<file path="src/rtl/ring_swap_pkg.sv">
package ring_swap_pkg;

    typedef enum logic [2:0] {
        RX_IDLE,
        RX_START,
        RX_DATA,
        RX_STOP,
        RX_BREAK
    } rx_state_e;

    typedef enum logic [1:0] {
        TX_IDLE,
        TX_START,
        TX_DATA,
        TX_STOP
    } tx_state_e;

endpackage

</file>
<file path="src/rtl/swap_rx.sv">
module swap_rx
    import ring_swap_pkg::*;
#(
    parameter int TICK_DIV = 4,
    parameter int OS       = 16,
    parameter int DW       = 8
) (
    input  logic          clk,
    input  logic          rst_n,
    input  logic          rxd_i,
    output logic [DW-1:0] byte_o,
    output logic          valid_o
);
    localparam int TW = (TICK_DIV > 1) ? $clog2(TICK_DIV) : 1;
    localparam int OW = $clog2(OS);
    localparam int BW = (DW > 1) ? $clog2(DW) : 1;

    typedef struct packed {
        logic [1:0]    sync;
        logic [TW-1:0] div;
        logic [OW-1:0] os;
        logic [BW-1:0] bitn;
        logic [DW-1:0] shreg;
        logic [DW-1:0] data;
        logic          valid;
        rx_state_e     state;
    } rx_reg_t;

    rx_reg_t s_q, s_d;
    logic    line;
    logic    tick;

    always_comb begin
        s_d       = s_q;
        s_d.valid = 1'b0;
        s_d.sync  = {s_q.sync[0], rxd_i};
        line      = s_q.sync[1];
        tick      = (s_q.div == TW'(TICK_DIV - 1));
        s_d.div   = tick ? '0 : s_q.div + 1'b1;
        if (tick) begin
            case (s_q.state)
                RX_IDLE: begin
                    if (!line) begin
                        s_d.state = RX_START;
                        s_d.os    = '0;
                    end
                end
                RX_START: begin
                    if (s_q.os == OW'(OS / 2 - 1)) begin
                        s_d.os   = '0;
                        s_d.bitn = '0;
                        s_d.state = line ? RX_IDLE : RX_DATA;
                    end else begin
                        s_d.os = s_q.os + 1'b1;
                    end
                end
                RX_DATA: begin
                    if (s_q.os == OW'(OS - 1)) begin
                        s_d.os    = '0;
                        s_d.shreg = {line, s_q.shreg[DW-1:1]};
                        if (s_q.bitn == BW'(DW - 1)) begin
                            s_d.state = RX_STOP;
                        end else begin
                            s_d.bitn = s_q.bitn + 1'b1;
                        end
                    end else begin
                        s_d.os = s_q.os + 1'b1;
                    end
                end
                RX_STOP: begin
                    if (s_q.os == OW'(OS - 1)) begin
                        s_d.os = '0;
                        if (line) begin
                            s_d.valid = 1'b1;
                            s_d.data  = s_q.shreg;
                            s_d.state = RX_IDLE;
                        end else begin
                            s_d.state = RX_BREAK;
                        end
                    end else begin
                        s_d.os = s_q.os + 1'b1;
                    end
                end
                RX_BREAK: begin
                    if (line) s_d.state = RX_IDLE;
                end
                default: s_d.state = RX_IDLE;
            endcase
        end
    end

    always_ff @(posedge clk or negedge rst_n) begin
        if (!rst_n) begin
            s_q       <= '0;
            s_q.sync  <= 2'b11;
            s_q.state <= RX_IDLE;
        end else begin
            s_q <= s_d;
        end
    end

    assign byte_o  = s_q.data;
    assign valid_o = s_q.valid;


    rx_single_pulse_chk: assert property (@(posedge clk) disable iff (!rst_n)
        valid_o |=> !valid_o);


    rx_break_quiet_chk: assert property (@(posedge clk) disable iff (!rst_n)
        (s_q.state == RX_BREAK) |-> !valid_o);

endmodule

</file>
<file path="src/rtl/swap_tx.sv">
module swap_tx
    import ring_swap_pkg::*;
#(
    parameter int BIT_CLKS = 64,
    parameter int DW       = 8
) (
    input  logic          clk,
    input  logic          rst_n,
    input  logic          load_i,
    input  logic [DW-1:0] data_i,
    output logic          busy_o,
    output logic          txd_o
);
    localparam int CW = (BIT_CLKS > 1) ? $clog2(BIT_CLKS) : 1;
    localparam int BW = (DW > 1) ? $clog2(DW) : 1;

    typedef struct packed {
        logic [CW-1:0] cnt;
        logic [BW-1:0] bitn;
        logic [DW-1:0] shreg;
        logic          txd;
        tx_state_e     state;
    } tx_reg_t;

    tx_reg_t s_q, s_d;
    logic    done;

    always_comb begin
        s_d  = s_q;
        done = (s_q.cnt == CW'(BIT_CLKS - 1));
        s_d.cnt = done ? '0 : s_q.cnt + 1'b1;
        case (s_q.state)
            TX_IDLE: begin
                s_d.cnt = '0;
                s_d.txd = 1'b1;
                if (load_i) begin
                    s_d.shreg = data_i;
                    s_d.state = TX_START;
                    s_d.txd   = 1'b0;
                end
            end
            TX_START: begin
                if (done) begin
                    s_d.state = TX_DATA;
                    s_d.bitn  = '0;
                    s_d.txd   = s_q.shreg[0];
                end
            end
            TX_DATA: begin
                if (done) begin
                    if (s_q.bitn == BW'(DW - 1)) begin
                        s_d.state = TX_STOP;
                        s_d.txd   = 1'b1;
                    end else begin
                        s_d.bitn  = s_q.bitn + 1'b1;
                        s_d.shreg = s_q.shreg >> 1;
                        s_d.txd   = s_q.shreg[1];
                    end
                end
            end
            TX_STOP: begin
                if (done) s_d.state = TX_IDLE;
            end
            default: s_d.state = TX_IDLE;
        endcase
    end

    always_ff @(posedge clk or negedge rst_n) begin
        if (!rst_n) begin
            s_q       <= '0;
            s_q.txd   <= 1'b1;
            s_q.state <= TX_IDLE;
        end else begin
            s_q <= s_d;
        end
    end

    assign busy_o = (s_q.state != TX_IDLE);
    assign txd_o  = s_q.txd;


    tx_quiet_chk: assert property (@(posedge clk) disable iff (!rst_n)
        (!busy_o && !load_i) |=> txd_o);


    tx_start_low_chk: assert property (@(posedge clk) disable iff (!rst_n)
        $rose(busy_o) |-> !txd_o);

endmodule

</file>
<file path="src/rtl/swap_ring.sv">
module swap_ring #(
    parameter int DEPTH = 16,
    parameter int DW    = 8,
    localparam int AW   = $clog2(DEPTH)
) (
    input  logic          clk,
    input  logic          rst_n,
    input  logic          swap_i,
    input  logic [DW-1:0] swap_wdata_i,
    output logic [DW-1:0] swap_rdata_o,
    input  logic [AW-1:0] loc_addr_i,
    input  logic          loc_we_i,
    input  logic [DW-1:0] loc_wdata_i,
    output logic          loc_ack_o,
    output logic [DW-1:0] loc_rdata_o
);
    typedef struct packed {
        logic [DEPTH-1:0][DW-1:0] mem;
        logic [AW-1:0]            rd_ptr;
        logic [AW-1:0]            wr_ptr;
        logic [DW-1:0]            lrd;
    } ring_reg_t;

    ring_reg_t s_q, s_d;

    function automatic logic [AW-1:0] step(input logic [AW-1:0] p);
        return (p == AW'(DEPTH - 1)) ? '0 : p + 1'b1;
    endfunction

    always_comb begin
        s_d       = s_q;
        loc_ack_o = loc_we_i && !swap_i;
        if (swap_i) begin
            s_d.mem[s_q.wr_ptr] = swap_wdata_i;
            s_d.rd_ptr          = step(s_q.rd_ptr);
            s_d.wr_ptr          = step(s_q.wr_ptr);
        end else if (loc_we_i) begin
            s_d.mem[loc_addr_i] = loc_wdata_i;
        end
        s_d.lrd = s_q.mem[loc_addr_i];
    end

    always_ff @(posedge clk or negedge rst_n) begin
        if (!rst_n) begin
            s_q <= '0;
        end else begin
            s_q <= s_d;
        end
    end

    assign swap_rdata_o = s_q.mem[s_q.rd_ptr];
    assign loc_rdata_o  = s_q.lrd;


    ring_store_chk: assert property (@(posedge clk) disable iff (!rst_n)
        swap_i |=> s_q.mem[$past(s_q.wr_ptr)] == $past(swap_wdata_i));


    ring_wrap_chk: assert property (@(posedge clk) disable iff (!rst_n)
        (swap_i && s_q.rd_ptr == AW'(DEPTH - 1)) |=> (s_q.rd_ptr == '0));


    loc_write_chk: assert property (@(posedge clk) disable iff (!rst_n)
        loc_ack_o |=> s_q.mem[$past(loc_addr_i)] == $past(loc_wdata_i));


    loc_block_chk: assert property (@(posedge clk) disable iff (!rst_n)
        (swap_i && loc_we_i && loc_addr_i != s_q.wr_ptr)
        |=> s_q.mem[$past(loc_addr_i)] == $past(s_q.mem[loc_addr_i]));

endmodule

</file>
<file path="src/rtl/ring_swap_uart.sv">
module ring_swap_uart #(
    parameter int TICK_DIV = 4,
    parameter int OS       = 16,
    parameter int DEPTH    = 16,
    parameter int DW       = 8,
    localparam int AW      = $clog2(DEPTH)
) (
    input  logic          clk,
    input  logic          rst_n,
    input  logic          uart_rxd,
    output logic          uart_txd,
    input  logic [AW-1:0] loc_addr,
    input  logic          loc_we,
    input  logic [DW-1:0] loc_wdata,
    output logic          loc_ack,
    output logic [DW-1:0] loc_rdata
);
    localparam int BIT_CLKS = TICK_DIV * OS;

    typedef struct packed {
        logic          pend;
        logic [DW-1:0] pend_data;
    } top_reg_t;

    top_reg_t      s_q, s_d;
    logic [DW-1:0] rx_byte;
    logic          rx_valid;
    logic [DW-1:0] ring_out;
    logic          tx_busy;
    logic          tx_load;

    swap_rx #(.TICK_DIV(TICK_DIV), .OS(OS), .DW(DW)) u_rx (
        .clk     (clk),
        .rst_n   (rst_n),
        .rxd_i   (uart_rxd),
        .byte_o  (rx_byte),
        .valid_o (rx_valid)
    );

    swap_ring #(.DEPTH(DEPTH), .DW(DW)) u_ring (
        .clk          (clk),
        .rst_n        (rst_n),
        .swap_i       (rx_valid),
        .swap_wdata_i (rx_byte),
        .swap_rdata_o (ring_out),
        .loc_addr_i   (loc_addr),
        .loc_we_i     (loc_we),
        .loc_wdata_i  (loc_wdata),
        .loc_ack_o    (loc_ack),
        .loc_rdata_o  (loc_rdata)
    );

    always_comb begin
        s_d     = s_q;
        tx_load = s_q.pend && !tx_busy;
        if (tx_load) s_d.pend = 1'b0;
        if (rx_valid) begin
            s_d.pend      = 1'b1;
            s_d.pend_data = ring_out;
        end
    end

    always_ff @(posedge clk or negedge rst_n) begin
        if (!rst_n) begin
            s_q <= '0;
        end else begin
            s_q <= s_d;
        end
    end

    swap_tx #(.BIT_CLKS(BIT_CLKS), .DW(DW)) u_tx (
        .clk    (clk),
        .rst_n  (rst_n),
        .load_i (tx_load),
        .data_i (s_q.pend_data),
        .busy_o (tx_busy),
        .txd_o  (uart_txd)
    );


    reply_queued_chk: assert property (@(posedge clk) disable iff (!rst_n)
        rx_valid |=> s_q.pend);


    reply_cause_chk: assert property (@(posedge clk) disable iff (!rst_n)
        $rose(tx_busy) |-> $past(s_q.pend));

endmodule

</file>
<file path="config.mk">
export PLATFORM = sky130hd
export DESIGN_NAME = ring_swap_uart
export DESIGN_NICKNAME = d
export VERILOG_FILES = /design/src/rtl/ring_swap_pkg.sv /design/src/rtl/swap_rx.sv /design/src/rtl/swap_tx.sv /design/src/rtl/swap_ring.sv /design/src/rtl/ring_swap_uart.sv
export SDC_FILE = /design/constraint.sdc
export NUM_CORES = 1
export LEC_CHECK = 0
export ABC_CLOCK_PERIOD_IN_PS = 2000
export BUFFER_PORTS_ARGS = -buffer_cell sky130_fd_sc_hd__buf_2
export CAP_MARGIN = 15
export CELL_PAD_IN_SITES_DETAIL_PLACEMENT = 1
export CELL_PAD_IN_SITES_GLOBAL_PLACEMENT = 1
export CORE_MARGIN = 4
export CORE_UTILIZATION = 50
export CTS_BUF_LIST = sky130_fd_sc_hd__clkbuf_8 sky130_fd_sc_hd__clkbuf_16
export DETAILED_ROUTE_END_ITERATION = 6
export PLACE_DENSITY_LB_ADDON = 0.08
export SYNTH_ARGS = -nofsm -noshare
export SYNTH_HDL_FRONTEND = slang
export SYNTH_SLANG_ARGS = --single-unit
</file>
<file path="constraint.sdc">
create_clock -name clk -period 2 [get_ports clk]
set_input_delay 0.3 -clock clk [delete_from_list [all_inputs] [get_ports clk]]
set_output_delay 0.3 -clock clk [all_outputs]
set_load 0.005 [all_outputs]
</file>
==> results of run 1 <==
through the flow:
stage | utilization | total power [W] | setup WS [ns] | setup TNS, ns
2_1_floorplan | - | 0.00742 | 0.165 | 0
3_3_place_gp | 0.540 | 0.00834 | 0.0444 | 0
3_5_place_dp | 0.540 | 0.00846 | -0.0253 | -0.132
4_1_cts | 0.580 | 0.0133 | 0.0219 | 0
5_1_grt | 0.586 | 0.0139 | -0.0322 | -0.124
6_report | 0.586 | 0.0132 | 0.0400 | 0
cell usage after synthesis (all sizes together) (10+ instances only):
| library cell | n | area share |
|---|---|---|
| inv | 100 | 0.033 |
| and2 | 11 | 0.0060 |
| buf | 61 | 0.032 |
| a221o | 10 | 0.0087 |
| nor2b | 21 | 0.011 |
| o221ai | 73 | 0.056 |
| clkbuf | 26 | 0.0086 |
| mux2 | 36 | 0.035 |
| nor3 | 11 | 0.0058 |
| a22oi | 33 | 0.022 |
| o21ai | 43 | 0.019 |
| ha | 16 | 0.017 |
| mux2i | 32 | 0.028 |
| nand2b | 13 | 0.0071 |
| nand2 | 98 | 0.032 |
| o211ai | 11 | 0.0094 |
| nor2 | 27 | 0.0090 |
| o22ai | 23 | 0.013 |
| a21oi | 16 | 0.0070 |
| a222oi | 15 | 0.013 |
| dfrtp | 201 | 0.44 |
| mux4 | 57 | 0.11 |
layout make-up:
| type | instances | share of cell area |
|---|---|---|
| clock buffers | 30 | 0.0523 |
| clock inverters | 13 | 0.0123 |
| inverters | 100 | 0.0283 |
| multi-input cells | 630 | 0.426 |
| flip-flops and latches | 204 | 0.385 |
| well taps | 285 | 0.0269 |
| repair buffers | 109 | 0.0693 |
report_power, final:
| part | switching (W) | internal (W) |
|---|---|---|
| logic | 0.00141 | 0.00143 |
| clock network | 0.00176 | 0.00296 |
| registers | 0.000794 | 0.00489 |
routing by layer:
| metal | up-vias | wire [µm] | global-route usage |
|---|---|---|---|
| li1 | 3932 | - | - |
| met1 | 4732 | 16200 | 0.404 |
| met2 | 304 | 17400 | 0.462 |
| met3 | 47 | 2120 | 0.0500 |
| met4 | 0 | 687 | 0.0639 |
| met5 | - | 0 | 0 |
final timing paths:
path                                    start               endpoint  slack (ns)  depth (start not counted)
worst max-delay path            u_ring.s_q[8]        u_ring.s_q[113]        0.04                          5
worst min-delay path              loc_addr[2]  u_ring.loc_rdata_o[1]        0.23                          2
worst max register to register  u_ring.s_q[8]        u_ring.s_q[113]        0.04                          5
worst min register to register   u_rx.s_d[30]              u_rx.line        0.36                          0
max in group asynchronous               rst_n           u_rx.s_d[30]        1.03                          3
min in group asynchronous               rst_n           u_tx.s_q[12]        0.29                          2
repair_timing:
action,in CTS,in global routing
hold endpoints to repair,39,0
setup buffers,2,4
pin swaps,2,4
resized for setup,1,21
setup endpoints to repair,21,88
hold buffers,2,0
kinds of logic after synthesis:
group                      after synthesis  share of synthesized area
DFF                                    204                      0.445
buffers and inverters                  187                     0.0735
and+or+nand+nor                        214                     0.0988
xor gates and xnor gates                 6                    0.00458
AOI/OAI and AO/OA                      269                      0.185
muxes                                  125                      0.176
adders and majority gates               16                     0.0174
cells in the final DEF, fill, tap and decap left out, types with 25 or more instances in the layout:
cell / n
o221ai_1: 71
dfrtp_1: 199
o21ai_1: 31
mux2_2: 28
buf_4: 70
nand2_1: 96
a22oi_1: 33
mux4_2: 53
inv_1: 101
nor2_1: 26
mux2i_1: 32
clkbuf_16: 25
flip-flops by register name, summed over array words and instances, names as in the netlist:
register	flops
u_rx.s_d	1
u_rx.byte_o	8
u_tx.s_q	19
u_rx.s_q	20
u_tx.txd_o	1
u_rx.line	1
u_ring.loc_rdata_o	8
u_ring.s_q	136
s_q	9
u_rx.valid_o	1
==> out/metrics.cfg, run 1 <==
[run_status]
status=complete, no violations

[cells_and_area]
fillers=2323
fin_area_um2=13300
seqCellArea_um2=5110
drive_gt1_frac=0.258
finish.net_count=1102
n_antenna_cell=0
final_cells=1371
multi_input_area_um2=5650
area_growth_pct=15.6

[placed_design]
dp.cells=1320
gp_congestion=0.889
portBuffers=25
dp_hpwl_mm=26.4
dpl_cell_area_um2=12200

[drt]
ant_nets=0
drc=0
routed_wl_mm=36.5
num_vias=9015
dr.first_iter.drc_count=818
drt-vias-per-instance=6.58
dr.pass1.iters=5
avgRoutedWirePerCell_um=26.6

[grt]
overflow=0
grt_pass1_wl_mm=57.5
grt_pass1_vias=9571
track_usage=0.285
antenna_found_initial=0
grt_max_degree=54

[die]
initial_core_util=0.507
fp.dieH_um=160
die_area_um2=25500
io_pins=26
rows=55
fp.dieW_um=160
core_area_um2=22600

[critical_path]
crit_type=reg2reg
worst-path-buf-inv=1
worst-path-max-fanout=8
cp-end-kind=register
critical_path_required_ns=2.36
critPathTopFamily=compound AO/OA/AOI/OAI gates
crit_chain=inv_2 > ha_1 > and4_1 > o211ai_1 > o21ai_1
startpoint_type=register
crit_arrival_ns=2.32
cpPeakStageDelay_ns=0.64
critPathSlowestCell=o211ai_1

[cts]
cts.sinks=204
numCtsBuffers=25
clk_latency_ns=0.51
h-tree-depth=1
cts_tree=done
cts_root_buf=clkbuf_16
path_clk_slew_ns=0.06
cts_buffer_depth=3

[pwr]
power.leakage_nw=5.79
powerDensity_nw_per_um2=997
ir_worst_vdd_mv=0.661

[timing]
slew_viol_final=0
hold_ws_ns=0.231
post-route-period-util=0.980
skew_ns=0.0102
tightest_slew_ns=0.829
min_period_ns=1.96
hold_violations=0
setup_viol=0
maxSlewHeadroom=0.447
fmax_mhz=510

[logic_synthesis]
syn_inst=1021
synthesis.nets=1053
async_reset_ff_frac=1.00
ys.flop_type=dfrtp_1
seq_area_frac_synth=0.445
post_synth.cell_area_avg_um2=11.2
synth_edf_count=0
synth_warnings=0
syn-cell-area_um2=11500
ys_ff_latch=204
netlist-cell-type-count=71

[hold_path]
hold_class=in2reg

[flow_run]
cap_violations=0

Power figures use the tool's default switching activity.
==> inputs of run 2 (changes only) <==
--- a/config.mk
+++ b/config.mk
@@ -5,7 +5,7 @@
 export SDC_FILE = /design/constraint.sdc
 export NUM_CORES = 1
 export LEC_CHECK = 0
-export ABC_CLOCK_PERIOD_IN_PS = 2000
+export ABC_CLOCK_PERIOD_IN_PS = 2300
 export BUFFER_PORTS_ARGS = -buffer_cell sky130_fd_sc_hd__buf_2
 export CAP_MARGIN = 15
 export CELL_PAD_IN_SITES_DETAIL_PLACEMENT = 1
@@ -18,3 +18,4 @@
 export SYNTH_ARGS = -nofsm -noshare
 export SYNTH_HDL_FRONTEND = slang
 export SYNTH_SLANG_ARGS = --single-unit
+export TNS_END_PERCENT = 10
==> constraint.sdc (replaced) <==
create_clock -name clk -period 2.3 [get_ports clk]
set_input_delay 0.345 -clock clk [delete_from_list [all_inputs] [get_ports clk]]
set_output_delay 0.345 -clock clk [all_outputs]
set_load 0.005 [all_outputs]
==> out/metrics.cfg, run 2 (synthesis gave the netlist of run 1 again) <==
[drt]
drc=5
routed_wl_mm=36.9
dr.first_iter.drc_count=953
dr.pass1.iters=7
ant_nets=0
drt-vias-per-instance=6.76
avgRoutedWirePerCell_um=27.5
num_vias=9068

[timing]
tightest_slew_ns=0.965
slew_viol_final=0
rsz0062_at_grt=no
hold_violations=0
post-route-period-util=0.936
hold_ws_ns=0.303
fmax_mhz=465
min_period_ns=2.15
skew_ns=0.0131
maxSlewHeadroom=0.357
setup_tns_ns=0
setup_viol=0

[pwr]
powerDensity_nw_per_um2=903
power_w=0.0117
ir_worst_vdd_mv=0.481
power.leakage_nw=5.61

[critical_path]
crit_type=reg2reg
critPathSlowestCell=o211ai_1
worst-path-max-fanout=8
critPathTopFamily=compound AO/OA/AOI/OAI gates
crit_chain=inv_1 > ha_1 > nand2_1 > nor3_4 > o211ai_1 > o221ai_1
startpoint_type=register
critical_path_required_ns=2.65
cp-end-kind=register
crit_arrival_ns=2.50
worst-path-buf-inv=1
cpPeakStageDelay_ns=0.72

[cells_and_area]
final_cells=1342
fin_util=0.571
drive_gt1_frac=0.224
finish.net_count=1070
largest_reg_flops=136
layout_commonest_cell=dfrtp_1
final_cell_mix=dfrtp_1 (200), inv_1 (102), nand2_1 (97)
top_regs=u_ring.s_q (136), u_rx.s_q (20), u_tx.s_q (19)
area_growth_pct=12.6
regMostFlops=u_ring.s_q

[flow_run]
cap_violations=0

[cts]
clk_latency_ns=0.52
path_clk_slew_ns=0.06
cts_buffer_depth=3
cts_tree=done
cts_root_buf=clkbuf_16
numCtsBuffers=25
cts_setup_buffers=0
h-tree-depth=1
cts.sinks=204

[die]
die_area_um2=25500
fp.dieH_um=160
initial_core_util=0.507
fp.dieW_um=160
core_area_um2=22600
io_pins=26
rows=55

[grt]
grt_pass1_wl_mm=58.1
antenna_found_initial=1
grt_pass1_vias=9357
overflow=0
track_usage=0.290
grt_max_degree=53

[run_status]
failed_checks=design-rule violations
status=finished with violations

[hold_path]
hold_class=in2reg

[placed_design]
portBuffers=25
dp_hpwl_mm=25.6
dp.cells=1294
gp_congestion=0.857

run 2: cell type report:
cell class	count	area [µm²]
Antenna cell	1	2.50
Inverter	100	375
Timing Repair Buffer	77	629
Sequential cell	204	5110
Multi-Input combinational cell	630	5540
Clock buffer	32	722
Fill cell	2346	9710
Tap cell	285	357
Clock inverter	13	195
run 2: power by group:
group | internal [W] | total (W) | switching, W
registers | 0.00425 | 0.00492 | 0.000673
logic | 0.00121 | 0.00240 | 0.00119
clock network | 0.00276 | 0.00436 | 0.00159
run 2: final timing paths:
kind | from | to | slack [ns] | cells past startpoint
max | u_ring.s_q[8] | u_ring.s_q[20] | 0.15 | 6
min | loc_wdata[7] | u_ring.s_q[127] | 0.30 | 4
max reg2reg | u_ring.s_q[8] | u_ring.s_q[20] | 0.15 | 6
min reg2reg | u_rx.s_d[30] | u_rx.line | 0.36 | 0
max in group asynchronous | rst_n | u_ring.s_q[18] | 1.24 | 3
min in group asynchronous | rst_n | u_tx.s_q[11] | 0.35 | 2
run 2: timing repair:
item	in CTS	in global routing
setup endpoints to repair	0	1
hold buffers	2	0
hold endpoints to repair	47	0
resized for setup	0	1
run 2: metal layers:
layer,vias to the layer above,global-route usage,wire (µm)
met3,60,0.0601,3100
met1,4740,0.411,15500
li1,3876,-,-
met4,0,0.0765,904
met5,-,0,0
met2,392,0.460,17400
run 2: tightest hold or removal path: cells and delay by family:
kind	cells	cell delay, ns
buffers and inverters	2	0.16
AO/OA/AOI/OAI	1	0.11
AND/OR/NAND/NOR	1	0.18
run 2: stage by stage:
step	worst slack, ns	area, µm²
after floorplan	0.465	11500
after global placement	0.186	12000
after detailed placement	0.143	12000
after CTS	0.155	12900
after global routing	0.0481	12900
final	0.148	12900
==> inputs of run 3 (changes only) <==
--- a/config.mk
+++ b/config.mk
@@ -12,9 +12,9 @@
 export CELL_PAD_IN_SITES_GLOBAL_PLACEMENT = 1
 export CORE_MARGIN = 4
 export CORE_UTILIZATION = 50
-export CTS_BUF_LIST = sky130_fd_sc_hd__clkbuf_8 sky130_fd_sc_hd__clkbuf_16
+export CTS_BUF_LIST = sky130_fd_sc_hd__clkbuf_2 sky130_fd_sc_hd__clkbuf_4 sky130_fd_sc_hd__clkbuf_8
 export DETAILED_ROUTE_END_ITERATION = 6
-export PLACE_DENSITY_LB_ADDON = 0.08
+export PLACE_DENSITY = 0.77
 export SYNTH_ARGS = -nofsm -noshare
 export SYNTH_HDL_FRONTEND = slang
 export SYNTH_SLANG_ARGS = --single-unit
==> out/metrics.cfg, run 3 (synthesis gave the netlist of run 1 again) <==
[cts]
cts_root_buf=clkbuf_8
cts.sinks=204
cts_buffer_depth=3
cts_tree=done
h-tree-depth=2
clk_latency_ns=0.53
path_clk_slew_ns=0.06
numCtsBuffers=37
cts_resized=0
postCtsHoldBufs=2
cts_setup_buffers=0

[cells_and_area]
n_antenna_cell=0
drive_gt1_frac=0.240
top_regs=u_ring.s_q (136), u_rx.s_q (20), u_tx.s_q (19)
final_cells=1361
layout_commonest_cell=dfrtp_1
regMostFlops=u_ring.s_q
final_cell_mix=dfrtp_1 (200), inv_1 (100), nand2_1 (97)
finish.net_count=1086
largest_reg_flops=136
area_growth_pct=11.2

[placed_design]
dp.cells=1298
dp_hpwl_mm=26.5
gp_congestion=0.913
portBuffers=25

[die]
die_area_um2=25500
fp.dieW_um=160
rows=55
io_pins=26
initial_core_util=0.507
core_area_um2=22600
fp.dieH_um=160

[drt]
dr.first_iter.drc_count=1088
dr.pass1.iters=6
drc=0
num_vias=9272
drt-vias-per-instance=6.81
ant_nets=0
avgRoutedWirePerCell_um=28.1
routed_wl_mm=38.3

[critical_path]
cp-end-kind=register
worst-path-max-fanout=12
r2r-start=u_ring.s_q[11]
critPathSlowestCell=o211ai_1
r2r_slack_ns=0.16
reg2reg_to=u_ring.s_q[29]
reg2regPathDepth=4
crit_chain=nor3b_1 > and2_1 > o211ai_1 > o221ai_1
crit_type=reg2reg
crit_arrival_ns=2.49
cpPeakStageDelay_ns=0.80
startpoint_type=register
setup.worst_path.start=u_ring.s_q[11]
critical_path_required_ns=2.65

[grt]
grt_pass1_vias=9684
track_usage=0.303
grt_max_degree=72
overflow=0
antenna_found_initial=0
grt_pass1_wl_mm=60.0

[timing]
slew_viol_final=0
maxSlewHeadroom=0.310
tightest_slew_ns=1.04
post-route-period-util=0.930
hold_violations=0
fmax_mhz=467
setup_tns_ns=0
min_period_ns=2.14
rsz0062_at_grt=no
setup_viol=0
skew_ns=0.0197

[pwr]
clockPowerShare=0.312
internal-power_w=0.00734
ir_worst_vdd_mv=0.404
powerDensity_nw_per_um2=848
pwr-share-comb=0.226
netSwitchingFraction=0.322
switching_power_w=0.00349
power.leakage_nw=5.56
p_seq_frac=0.462

[hold_path]
holdCritStartpoint=loc_addr[2]
hold_class=in2reg
min_to=u_ring.loc_rdata_o[3]
hold_depth=2

[run_status]
status=complete, no violations

[flow_run]
cap_violations=0

==> run 3: layout make-up <==
cell class                      instances  area [µm²]
Fill cell                            2403        9870
Multi-Input combinational cell        630        5540
Sequential cell                       204        5110
Clock buffer                           58         686
Timing Repair Buffer                   81         684
Inverter                              100         375
Tap cell                              285         357
Clock inverter                          3        20.0
==> run 3: power groups by stage <==
stage	sequential [W]	clock, W	combinational [W]
2_1_floorplan	0.00464	0	0.00182
3_5_place_dp	0.00498	0	0.00243
4_1_cts	0.00494	0.00343	0.00244
5_1_grt	0.00504	0.00362	0.00268
6_report	0.00500	0.00338	0.00245
3_3_place_gp	0.00496	0	0.00232
==> run 3: through the flow <==
stage / setup slack, ns / util / cell area (µm²) / hold WS (ns) / total power, W
3_3_place_gp: 0.274 / 0.532 / 12000 / 0.346 / 0.00728
3_5_place_dp: 0.201 / 0.532 / 12000 / 0.350 / 0.00741
4_1_cts: 0.189 / 0.564 / 12800 / 0.266 / 0.0108
2_1_floorplan: 0.465 / - / 11500 / 0.0494 / 0.00645
5_1_grt: 0.0162 / 0.564 / 12800 / 0.304 / 0.0113
6_report: 0.160 / 0.564 / 12800 / 0.299 / 0.0108
==> run 3: layer usage <==
layer  part of all wire  global-route usage  vias up
met3               0.10              0.0725      123
met2               0.43               0.445      525
met5                  0                   0        -
met4              0.054               0.138        0
met1               0.41               0.428     4715
li1                   -                   -     3909
==> run 3: worst max path at each step <==
stage | to | slack [ns] | cells past startpoint
floorplan | u_ring.s_q[136] | 0.47 | 6
global route | u_tx.s_q[9] | 0.02 | 5
global placement | u_ring.s_q[27] | 0.27 | 5
detailed placement | u_ring.s_q[29] | 0.20 | 6
finish | u_ring.s_q[29] | 0.16 | 4
CTS | u_tx.s_q[9] | 0.19 | 5
==> run 3: worst max-delay path: cells and delay by family, from the launching register on <==
| kind | cells | cell delay (ns) |
|---|---|---|
| and+or+nand+nor | 2 | 0.34 |
| AOI/OAI and AO/OA | 2 | 1.03 |
| DFF | 1 | 0.59 |
